## config.mk

```make
export PLATFORM = sky130hd
export DESIGN_NAME = smbRegSlave
export DESIGN_NICKNAME = d
export VERILOG_FILES = /design/src/rtl/smbSlvPkg.sv /design/src/rtl/smbSlvDatapath.sv /design/src/rtl/smbSlvCtrl.sv /design/src/rtl/smbRegSlave.sv
export SDC_FILE = /design/constraint.sdc
export NUM_CORES = 1
export LEC_CHECK = 0
export BUFFER_PORTS_ARGS = -buffer_cell sky130_fd_sc_hd__buf_2
export CORE_MARGIN = 4
export CORE_UTILIZATION = 50
export CTS_CLUSTER_DIAMETER = 100
export DETAILED_ROUTE_END_ITERATION = 12
export GPL_TIMING_DRIVEN = 0
export PLACE_DENSITY_LB_ADDON = 0.12
export SYNTH_ARGS = -nofsm -noshare
export SYNTH_HDL_FRONTEND = slang
export SYNTH_HIERARCHICAL = 1
export SYNTH_SLANG_ARGS = --single-unit
export TNS_END_PERCENT = 20
```

## constraint.sdc

```tcl
create_clock -name clk -period 2.9 [get_ports clk]
set_input_delay 0.435 -clock clk [delete_from_list [all_inputs] [get_ports clk]]
set_output_delay 0.435 -clock clk [all_outputs]
set_load 0.03 [all_outputs]
```

## src/rtl/smbSlvPkg.sv

```systemverilog
package smbSlvPkg;

  typedef enum logic [2:0] {
    ST_IDLE,
    ST_ADDR,
    ST_CMD,
    ST_COUNT,
    ST_WDATA,
    ST_RDATA,
    ST_IGNORE
  } slvState_t;

  // Bus events seen by the datapath
  typedef struct packed {
    logic startEv;
    logic stopEv;
    logic byteRx;   // eighth bit received, ack slot begins
    logic ackEnd;   // ninth clock finished
  } busEvent_t;

  // Strobes from control into datapath
  typedef struct packed {
    logic ackByte;
    logic latchCmd;
    logic setCount;
    logic writeReg;
    logic loadCountTx;
    logic loadRegTx;
    logic stopTx;
  } ctrlStrobe_t;

endpackage

```

## src/rtl/smbSlvDatapath.sv

```systemverilog
module smbSlvDatapath
  import smbSlvPkg::*;
#(
  parameter int NUM_REGS = 8,
  parameter logic [NUM_REGS*8-1:0] DEFAULTS = '0
) (
  input  logic                  clk,
  input  logic                  rst,
  input  logic                  sclIn,
  input  logic                  sdaIn,
  input  ctrlStrobe_t           strobe,
  output busEvent_t             evt,
  output logic [7:0]            rxByte,
  output logic                  ackSampled,
  output logic                  ptrInRange,
  output logic                  cntEmpty,
  output logic                  sclSync,
  output logic                  sdaOe,
  output logic [NUM_REGS*8-1:0] regFlat
);

  localparam logic [3:0] LAST_BIT = 4'd8;
  localparam logic [7:0] BANK_SIZE = 8'(NUM_REGS);

  logic sclQ, sdaQ, sclPrev, sdaPrev;
  logic sclRise, sclFall, frameClr;
  logic [3:0] bitCnt;
  logic ackPhase, ackDrive, txActive;
  logic [7:0] shiftReg, txShift, ptr, cntLeft, regByte;
  logic [NUM_REGS-1:0][7:0] regArr;

  always_ff @(posedge clk) begin
    if (rst) begin
      sclQ <= 1'b1; sdaQ <= 1'b1; sclPrev <= 1'b1; sdaPrev <= 1'b1;
    end else begin
      sclQ <= sclIn; sdaQ <= sdaIn; sclPrev <= sclQ; sdaPrev <= sdaQ;
    end
  end

  assign sclSync     = sclQ;
  assign sclRise     = sclQ & ~sclPrev;
  assign sclFall     = ~sclQ & sclPrev;
  assign evt.startEv = sclQ & sclPrev & sdaPrev & ~sdaQ;
  assign evt.stopEv  = sclQ & sclPrev & ~sdaPrev & sdaQ;
  assign evt.byteRx  = sclFall & (bitCnt == LAST_BIT) & ~ackPhase;
  assign evt.ackEnd  = sclFall & ackPhase;
  assign frameClr    = evt.startEv | evt.stopEv;

  // Bit engine: eight data clocks then one acknowledge clock
  always_ff @(posedge clk) begin
    if (rst) begin
      bitCnt <= '0; ackPhase <= 1'b0; shiftReg <= '0; ackSampled <= 1'b1;
    end else if (frameClr) begin
      bitCnt <= '0; ackPhase <= 1'b0;
    end else begin
      if (sclRise) begin
        if (bitCnt != LAST_BIT) begin
          shiftReg <= {shiftReg[6:0], sdaQ};
          bitCnt   <= bitCnt + 4'd1;
        end else begin
          ackSampled <= sdaQ;
        end
      end
      if (sclFall) begin
        if (ackPhase) begin
          ackPhase <= 1'b0;
          bitCnt   <= '0;
        end else if (bitCnt == LAST_BIT) begin
          ackPhase <= 1'b1;
        end
      end
    end
  end

  assign rxByte = shiftReg;

  // Acknowledge drive and transmit shifter, updated on falling SCL only
  always_ff @(posedge clk) begin
    if (rst || frameClr) begin
      ackDrive <= 1'b0; txActive <= 1'b0; txShift <= 8'hFF;
    end else begin
      if (strobe.ackByte)  ackDrive <= 1'b1;
      else if (evt.ackEnd) ackDrive <= 1'b0;
      if (strobe.loadCountTx) begin
        txShift <= BANK_SIZE; txActive <= 1'b1;
      end else if (strobe.loadRegTx) begin
        txShift <= regByte; txActive <= 1'b1;
      end else if (strobe.stopTx) begin
        txActive <= 1'b0;
      end else if (sclFall && !ackPhase && bitCnt != 4'd0 && bitCnt != LAST_BIT) begin
        txShift <= {txShift[6:0], 1'b1};
      end
    end
  end

  assign sdaOe = ackDrive | (txActive & ~ackPhase & ~txShift[7]);

  // Register pointer and remaining-byte counter
  always_ff @(posedge clk) begin
    if (rst) begin
      ptr <= '0; cntLeft <= '0;
    end else begin
      if (strobe.latchCmd) begin
        ptr     <= shiftReg[7] ? {1'b0, shiftReg[6:0]} : 8'd0;
        cntLeft <= {7'd0, shiftReg[7]};
      end else if (strobe.setCount) begin
        cntLeft <= shiftReg;
      end else if (strobe.writeReg || strobe.loadRegTx) begin
        if (ptr != 8'hFF) ptr <= ptr + 8'd1;
        if (strobe.writeReg) cntLeft <= cntLeft - 8'd1;
      end
    end
  end

  assign ptrInRange = (ptr < BANK_SIZE);
  assign cntEmpty   = (cntLeft == 8'd0);

  always_comb begin
    regByte = 8'h00;
    for (int i = 0; i < NUM_REGS; i++)
      if (ptr == 8'(i)) regByte = regArr[i];
  end

  for (genvar g = 0; g < NUM_REGS; g++) begin : g_reg
    always_ff @(posedge clk) begin
      if (rst) regArr[g] <= DEFAULTS[g*8 +: 8];
      else if (strobe.writeReg && ptr == 8'(g)) regArr[g] <= shiftReg;
    end
  end

  assign regFlat = regArr;

endmodule

```

## src/rtl/smbSlvCtrl.sv

```systemverilog
module smbSlvCtrl
  import smbSlvPkg::*;
#(
  parameter int         NUM_REGS   = 8,
  parameter logic [6:0] SLAVE_ADDR = 7'h69
) (
  input  logic        clk,
  input  logic        rst,
  input  busEvent_t   evt,
  input  logic [7:0]  rxByte,
  input  logic        ackSampled,
  input  logic        ptrInRange,
  input  logic        cntEmpty,
  output ctrlStrobe_t strobe,
  output slvState_t   state
);

  slvState_t nextState;
  logic blockMode, firstTx;

  always_comb begin
    strobe    = '0;
    nextState = state;
    if (evt.startEv) begin
      nextState = ST_ADDR;
    end else if (evt.stopEv) begin
      nextState = ST_IDLE;
    end else begin
      case (state)
        ST_ADDR: if (evt.byteRx) begin
          if (rxByte[7:1] == SLAVE_ADDR) begin
            strobe.ackByte = 1'b1;
            nextState = rxByte[0] ? ST_RDATA : ST_CMD;
          end else begin
            nextState = ST_IGNORE;
          end
        end
        ST_CMD: if (evt.byteRx) begin
          if (rxByte[7] && ({1'b0, rxByte[6:0]} >= 8'(NUM_REGS))) begin
            nextState = ST_IGNORE;
          end else begin
            strobe.ackByte  = 1'b1;
            strobe.latchCmd = 1'b1;
            nextState = rxByte[7] ? ST_WDATA : ST_COUNT;
          end
        end
        ST_COUNT: if (evt.byteRx) begin
          strobe.ackByte  = 1'b1;
          strobe.setCount = 1'b1;
          nextState = ST_WDATA;
        end
        ST_WDATA: if (evt.byteRx) begin
          if (!cntEmpty && ptrInRange) begin
            strobe.ackByte  = 1'b1;
            strobe.writeReg = 1'b1;
          end else begin
            nextState = ST_IGNORE;
          end
        end
        ST_RDATA: if (evt.ackEnd) begin
          if (firstTx) begin
            if (blockMode) strobe.loadCountTx = 1'b1;
            else           strobe.loadRegTx   = 1'b1;
          end else if (!ackSampled) begin
            strobe.loadRegTx = 1'b1;
          end else begin
            strobe.stopTx = 1'b1;
            nextState = ST_IGNORE;
          end
        end
        default: ;
      endcase
    end
  end

  always_ff @(posedge clk) begin
    if (rst) begin
      state <= ST_IDLE; blockMode <= 1'b0; firstTx <= 1'b0;
    end else begin
      state <= nextState;
      if (strobe.latchCmd) blockMode <= ~rxByte[7];
      if (state == ST_ADDR && nextState == ST_RDATA) firstTx <= 1'b1;
      else if (state == ST_RDATA && evt.ackEnd)      firstTx <= 1'b0;
    end
  end

endmodule

```

## src/rtl/smbRegSlave.sv

```systemverilog
module smbRegSlave
  import smbSlvPkg::*;
#(
  parameter int                    NUM_REGS   = 8,
  parameter logic [6:0]            SLAVE_ADDR = 7'h69,
  parameter logic [NUM_REGS*8-1:0] DEFAULTS   = 64'h8765_4321_FEDC_BA98
) (
  input  logic                  clk,
  input  logic                  rst,
  input  logic                  sclIn,
  input  logic                  sdaIn,
  output logic                  sdaOe,
  output logic [NUM_REGS*8-1:0] regFlat
);

  busEvent_t   evt;
  ctrlStrobe_t strobe;
  slvState_t   ctrlState;
  logic [7:0]  rxByte;
  logic        ackSampled, ptrInRange, cntEmpty, sclSync;

  smbSlvDatapath #(.NUM_REGS(NUM_REGS), .DEFAULTS(DEFAULTS)) dp_i (
    .clk(clk), .rst(rst), .sclIn(sclIn), .sdaIn(sdaIn), .strobe(strobe),
    .evt(evt), .rxByte(rxByte), .ackSampled(ackSampled),
    .ptrInRange(ptrInRange), .cntEmpty(cntEmpty), .sclSync(sclSync),
    .sdaOe(sdaOe), .regFlat(regFlat)
  );

  smbSlvCtrl #(.NUM_REGS(NUM_REGS), .SLAVE_ADDR(SLAVE_ADDR)) ctrl_i (
    .clk(clk), .rst(rst), .evt(evt), .rxByte(rxByte),
    .ackSampled(ackSampled), .ptrInRange(ptrInRange), .cntEmpty(cntEmpty),
    .strobe(strobe), .state(ctrlState)
  );

endmodule

```

Word-level counts from Yosys, hierarchy flattened. Cells that the tools add are included.

$add $sub $neg: 3. $lt $le $gt $ge: 2. Eq/ne operators: 20. Muxes and demuxes: 71. Bitwise gates (word level): 23. Reduce and logical (&&, ||, !) cells: 43.

Operators by type and width (count): $mux W8 (19); $mux W3 (16); $eq A8 B3 Y1 const B (4); $mux W1 (25); $mux W7 (3); $eq A8 B2 Y1 const B (2); $logic_not A8 Y1 (2); $mux W4 (4); $logic_and A1 B1 Y1 (15); $pmux W3 S5 (1); $reduce_bool A2 Y1 (7); $and A1 B1 Y1 (12); $reduce_bool A3 Y1 (4); $eq A3 B3 Y1 const B (3); $not A1 Y1 (9); $reduce_and A3 Y1 (3); $add A8 B1 Y8 const B (1); $eq A8 B1 Y1 const B (1); $lt A8 B4 Y1 const B (1); $ne A8 B8 Y1 const B (1); $reduce_and A2 Y1 (4); $sub A8 B1 Y8 const B (1); $eq A7 B7 Y1 const B (1); $ge A7 B4 Y1 const B (1); 15 further kinds (22).

Register bits after elaboration: 113. Input bits: 4. Word-level logic and storage cells: 188.

Depth between registers and ports, before layout. Gate-level depths: netlist of the first run.

Word-level depth: 12. Gate-level depth with buffers: 13. Gate-level depth less buffers: 11.

Cells and area by module. The synthesis of the first run kept the hierarchy.

Modules (own cells, without submodules): smbSlvDatapath (instances 1, cells an instance 617, area an instance 5245.0 um^2, sequential area each 2162.1 um^2); smbSlvCtrl (instances 1, cells an instance 66, area an instance 504.2 um^2, sequential area each 100.1 um^2).

Worst setup path after synthesis of the first run. No wires, ideal clock.

Path kind: register to register. Start: register dp_i.bitCnt[0]. End: register dp_i.ptr[6]. Setup time: 0.062 ns. Data arrival time: 3.017 ns. Path slack: -0.179 ns. Cell stages (with the launch flop): 12. Path through: dfxtp_1 > inv_1 > ha_1 > nand3b_1 > clkbuf_1 > nor3_1 > nand4_1 > nor3_1 > o21bai_4 > or4_4 > or4_1 > nand3_1.

RTL lines: start, declared (RTL line smbSlvDatapath.sv:27) `logic [3:0] bitCnt;`; start signal, assigned (RTL line smbSlvDatapath.sv:59) `bitCnt <= bitCnt + 4'd1;`; end signal, assigned (RTL line smbSlvDatapath.sv:104) `ptr <= shiftReg[7] ? {1'b0, shiftReg[6:0]} : 8'd0;`; end signal, assigned (RTL line smbSlvDatapath.sv:109) `if (ptr != 8'hFF) ptr <= ptr + 8'd1;`; end, declared (RTL line smbSlvDatapath.sv:29) `logic [7:0] shiftReg, txShift, ptr, cntLeft, regByte;`.

==> qor.yml, run 1 <==
critical_path:
  cp_max_fo: 7
  worstPathArrival_ps: 3250
  r2r-start: "dp_i/bitCnt[1]"
  r2r_slack_ps: 7
  start_kind: "flip-flop"
  worstSetupEndpointType: "flip-flop"
  rr_endpoint: "dp_i/ptr[6]"
  required_ps: 3250
  rr_worst_depth: 13
  critPathKind: "reg -> reg"
floorplan:
  die-height_um: 115
  die_w_um: 115
  die_area_mm2: 0.0133
  fp.coreArea_mm2: 0.0110
  ios: 69
  rows: 38
  initial_core_util: 0.521
power_and_ir_drop:
  total_power_mw: 3.72
  vdd_ir_drop_max_mv: 0.410
  powerDensity_mw_per_mm2: 525
  p_leak_nw: 2.84
synth:
  syn_nets: 694
  synthArstFlopShare: 0
  yosysUniqueCellTypes: 68
  synth_flop_cell: "dfxtp_1"
  yosysWarnings: 6
  synth_area_leaders: "dfxtp_1, mux2i_1, nor2_1"
  synth_top_area_frac: 0.393
  postSynthAreaPerCell_um2: 8.42
  yosys.area.top_type: "dfxtp_1"
  synth_edf_count: 0
  synthCells: 683
  ys_seq_area_frac: 0.393
  syn-cell-area_mm2: 0.00575
  yosys_register_bits: 113
global_routing:
  antenna_found_initial: 0
  grt_pass1_wl_um: 29200
  grt_usage: 0.290
  overflow: 0
  gr-usage-met1: 0.369
  use_met2: 0.452
  grt_start_max_net_pins: 17
  grt_pass1_vias: 5486
  gr-usage-met3: 0.0795
  gr-max-usage-layer: "met2"
clocking:
  postCtsHoldBufs: 0
  cts_max_level: 4
  cts_buffers: 17
  clock_latency_ps: 420
  cts.sinks: 113
  clk_pin_slew_ps: 50
  cts_root_buf: "clkbuf_16"
  cts_tree: "yes"
  cts_buffer_depth: 2
cells_and_area:
  drive_above_1_share: 0.211
  antenna_cells: 0
  final_util: 0.642
  area_delta_synth_final_pct: 23.2
  nets: 792
sta:
  tightest_slew_ps: 826
  fin_crit_ps: 2890
  finalSetupViolations: 0
  maxSlewHeadroom: 0.449
  fin_crit_sh: 0.998
  clock-skew-final_ps: 9.07
  slew_viol_final: 0
  fmax_mhz: 346
  hold_violations: 0
  rsz0062_at_grt: "yes"
status:
  outcome: "finished, final reports clean"
min_path:
  holdCritStartpoint: "sclIn"
  holdPathEnd: "dp_i/sclSync"
  whs_path_depth: 2
  hold_path.class: "in -> reg"
routing:
  wl_per_cell_um: 20.5
  dr.pass1.iters: 5
  ant_nets: 0
  drc: 0
  initialDrtViolationCount: 547
  vias_per_cell: 6.04
  routed_wirelength_um: 19100
  num_vias: 5634
placement:
  place_hpwl_um: 13200
  io_buffers: 68
  gp_congestion: 0.960
run:
  maxCapViolCount: 0
cell type report:
cell class                      instances  area [um2]
Fill cell                             948        3950
Multi-Input combinational cell        488        3250
Sequential cell                       113        2270
Clock buffer                           20         437
Timing Repair Buffer                   80         432
Buffer                                 52         269
Tap cell                              140         175
Clock inverter                         11         140
Inverter                               29         109
routing by layer:
metal  share of wire  up-vias
li1                -     2629
met1            0.42     2677
met2            0.46      279
met3           0.082       49
met4           0.035        0
met5               0        -
critical path, cell delays in order (launching register included):
cell	delay, ps
dfxtp_1	350
inv_1	70
ha_2	180
nand3b_1	110
clkbuf_8	150
nor3_4	50
nor2b_2	200
and2_1	210
and3_1	210
buf_6	130
o21bai_4	200
or4_4	460
or4_1	410
nand3_1	90
how the worst max path moves through the flow:
stage,from,endpoint,slack [ps],cells past startpoint
finish,dp_i/bitCnt[1],dp_i/ptr[6],7,13
global route,dp_i/sclSync,dp_i/txShift[3],-70,9
CTS,dp_i/ptr[4],dp_i/regFlat[54],-20,9
detailed placement,dp_i/bitCnt[0],dp_i/regFlat[32],-910,10
global placement,dp_i/bitCnt[0],dp_i/regFlat[32],-820,10
floorplan,dp_i/bitCnt[0],dp_i/ptr[6],30,13
through the flow:
step                TNS [ps]  instance area, um2  std cells  setup WS (ps)  hold slack (ps)
floorplan                  0                5760        683           30.2              444
global placement      -40990                6270        891           -824              464
detailed placement    -46710                6270        891           -908              470
CTS                     -105                6980        927          -21.0              192
global route            -238                7080        933          -69.5              197
finish                     0                7080        933           6.68              205
placed cells by master, fill, tap and decap left out, drive strengths merged, types with 6 or more instances in the layout:
cell type  count
or2            8
a211oi         7
nand3         21
nand4         12
nor3b         14
dfxtp        113
mux2i         37
nand2b         6
nor2          95
a221oi        10
nand3b        13
inv           29
a21oi         34
o21ai         21
a211o         33
a31oi          7
nor2b         11
o211ai        11
xnor2         10
buf           94
nor3           8
clkbuf        58
nand2         63
ha             7
kinds of logic (layout without fill, tap and decap cells):
group | count (synthesis) | in the layout | synth area share
and+or+nand+nor | 276 | 276 | 0.253
AOI/OAI and AO/OA | 153 | 153 | 0.193
DFF | 113 | 113 | 0.393
buffers and inverters | 82 | 192 | 0.0585
muxes | 37 | 37 | 0.0644
xor gates and xnor gates | 15 | 15 | 0.0228
adders and majority gates | 7 | 7 | 0.0152
cell usage after synthesis, drive strengths merged (4+ instances only):
cell	count
dfxtp	113
nor2	95
nand2	63
clkbuf	39
mux2i	37
a21oi	34
a211o	33
inv	29
nand3	21
o21ai	21
buf	14
nor3b	14
nand3b	13
nand4	12
nor2b	11
o211ai	11
a221oi	10
xnor2	10
nor3	8
or2	8
a211oi	7
a31oi	7
ha	7
nand2b	6
xor2	5
a2111oi	4
o221ai	4
or4	4
where the power goes:
group          internal (mW)  switching [mW]  total, mW
Clock                   1.34           0.728       2.06
Sequential              1.56         0.00449       1.56
Combinational         0.0255          0.0673     0.0928
state kept, by name, indices dropped and copies added, names as in the netlist, 3 cells and up:
signal / cells
dp_i/regFlat: 64
dp_i/rxByte: 8
dp_i/ptr: 8
dp_i/bitCnt: 4
dp_i/txShift: 8
ctrl_i/state: 3
dp_i/cntLeft: 8
repair_timing:
item / CTS / global route
gates resized for setup: 23 / 16
pin swaps: 3 / 3
buffers inserted: 6 / 5
setup endpoints to repair: 83 / 83
cloned: 0 / 1
(Power assumes the default switching activity.)
==> run 2: changes to the inputs <==
- CELL_PAD_IN_SITES_DETAIL_PLACEMENT: default -> 0
- CELL_PAD_IN_SITES_GLOBAL_PLACEMENT: default -> 1
- CORE_UTILIZATION: 50 -> 40
==> run 2 against run 1 <==
Utilization decreased by 13 points. Clock power increased by 2%. Setup slack improved by 1.2 ps. Global-route usage decreased by 4.3 points. Critical path depth decreased by 3. Register-to-register slack about the same. Worst hold slack got worse by 8.6 ps. Largest power group unchanged. First-iteration DRC count decreased by 12%.
==> qor.yml, run 2 (synthesis results as in run 1) <==
clocking:
  cts_buffer_depth: 2
  cts_tree: "yes"
  cts_max_level: 4
  cts_root_buf: "clkbuf_16"
  cts_buffers: 17
  clock_latency_ps: 420
  cts.sinks: 113
  clk_pin_slew_ps: 50
floorplan:
  die_area_mm2: 0.0164
  die_w_um: 128
  fp.coreArea_mm2: 0.0140
  ios: 69
  rows: 43
  die-height_um: 128
  initial_core_util: 0.411
global_routing:
  grt_usage: 0.246
  antenna_found_initial: 0
  grt_pass1_vias: 5397
  overflow: 0
  grt_pass1_wl_um: 30700
  grt_start_max_net_pins: 17
sta:
  clock-skew-final_ps: 7.67
  holdWs_ps: 196
  finalSetupViolations: 0
  hold_violations: 0
  fmax_mhz: 346
  maxSlewHeadroom: 0.432
  fin_crit_sh: 0.997
  tightest_slew_ps: 851
  fin_crit_ps: 2890
  rsz0062_at_grt: "yes"
  slew_viol_final: 0
power_and_ir_drop:
  total_power_mw: 3.76
  powerDensity_mw_per_mm2: 527
  p_leak_nw: 2.87
  vdd_ir_drop_max_mv: 0.452
critical_path:
  cp_max_fo: 7
  cp_common_cell: "or4_4"
  worstPathArrival_ps: 3250
  path_delay_family: "simple AND/OR/NAND/NOR gates"
  critPathMaxStageDelay_ps: 570
  start_kind: "flip-flop"
  critPathKind: "reg -> reg"
  worst-path-buf-inv: 1
  worstSetupEndpointType: "flip-flop"
  slowest_stage: "or4_4"
  required_ps: 3260
  crit_chain: "or4_4, nor2_4, nor2b_4, nand4_1, nor3_4, buf_6, o21bai_4, or4_4, or4_1, nand3_1"
cells_and_area:
  multiInputGateArea_mm2: 0.00326
  final_cell_mix: "dfxtp_1, nor2_1, buf_2"
  nets: 795
  n_fill_cell: 1384
  seqCellArea_mm2: 0.00227
  drive_above_1_share: 0.218
  largest_reg_flops: 64
  area_delta_synth_final_pct: 24.2
  stdcell_count: 975
  final_common_cell: "dfxtp_1"
  final_util: 0.511
  antenna_cells: 0
routing:
  drc: 0
  num_vias: 5595
  ant_nets: 0
  routed_wirelength_um: 20000
  wl_per_cell_um: 20.5
  dr.pass1.iters: 5
  vias_per_cell: 5.74
  initialDrtViolationCount: 480
status:
  outcome: "finished, final reports clean"
run:
  maxCapViolCount: 0
placement:
  post-place-cells: 931
  gp_congestion: 0.901
  place_hpwl_um: 14100
  io_buffers: 68
min_path:
  hold_path.class: "in -> reg"
run 2: power by group:
group / internal [mW] / switching [mW]
logic: 0.0283 / 0.0694
registers: 1.56 / 0.00514
clock network: 1.35 / 0.747
run 2: through the flow:
stage	area, um2	worst slack, ps	setup TNS (ps)
4_1_cts	7020	-62.1	-81.5
6_report	7140	7.88	0
2_1_floorplan	5760	30.2	0
3_3_place_gp	6320	-958	-49860
5_1_grt	7140	-46.1	-60.0
3_5_place_dp	6320	-948	-48300
run 2: timing repair:
| action | in CTS | in global routing |
|---|---|---|
| hold buffers | 0 | 0 |
| endpoints found under the setup margin | 83 | 87 |
| resized for setup | 21 | 20 |
| buffers inserted | 5 | 9 |
| pin swaps | 5 | 5 |
| endpoints found under the hold margin | 0 | 0 |
run 2: routing by layer:
layer | GRT usage | wire [um] | vias to the layer above
li1 | - | - | 2627
met1 | 0.316 | 8800 | 2740
met2 | 0.396 | 9390 | 186
met3 | 0.0571 | 1080 | 42
met4 | 0.108 | 702 | 0
met5 | 0 | 0 | -
run 2: layout make-up:
type | instances | share of cell area
multi-input cells | 488 | 0.457
flip-flops and latches | 113 | 0.318
repair buffers | 82 | 0.0629
clock buffers | 19 | 0.0620
plain buffers | 53 | 0.0345
well taps | 180 | 0.0315
clock inverters | 11 | 0.0194
inverters | 29 | 0.0152
run 2: final timing paths:
kind	startpoint	cells after the start	to	slack, ps
setup / recovery	dp_i/ptr[5]	10	dp_i/ptr[6]	8
hold / removal	sdaIn	2	dp_i/sdaQ	200
setup reg to reg	dp_i/ptr[5]	10	dp_i/ptr[6]	8
hold reg to reg	dp_i/regFlat[22]	1	dp_i/regFlat[22]	480
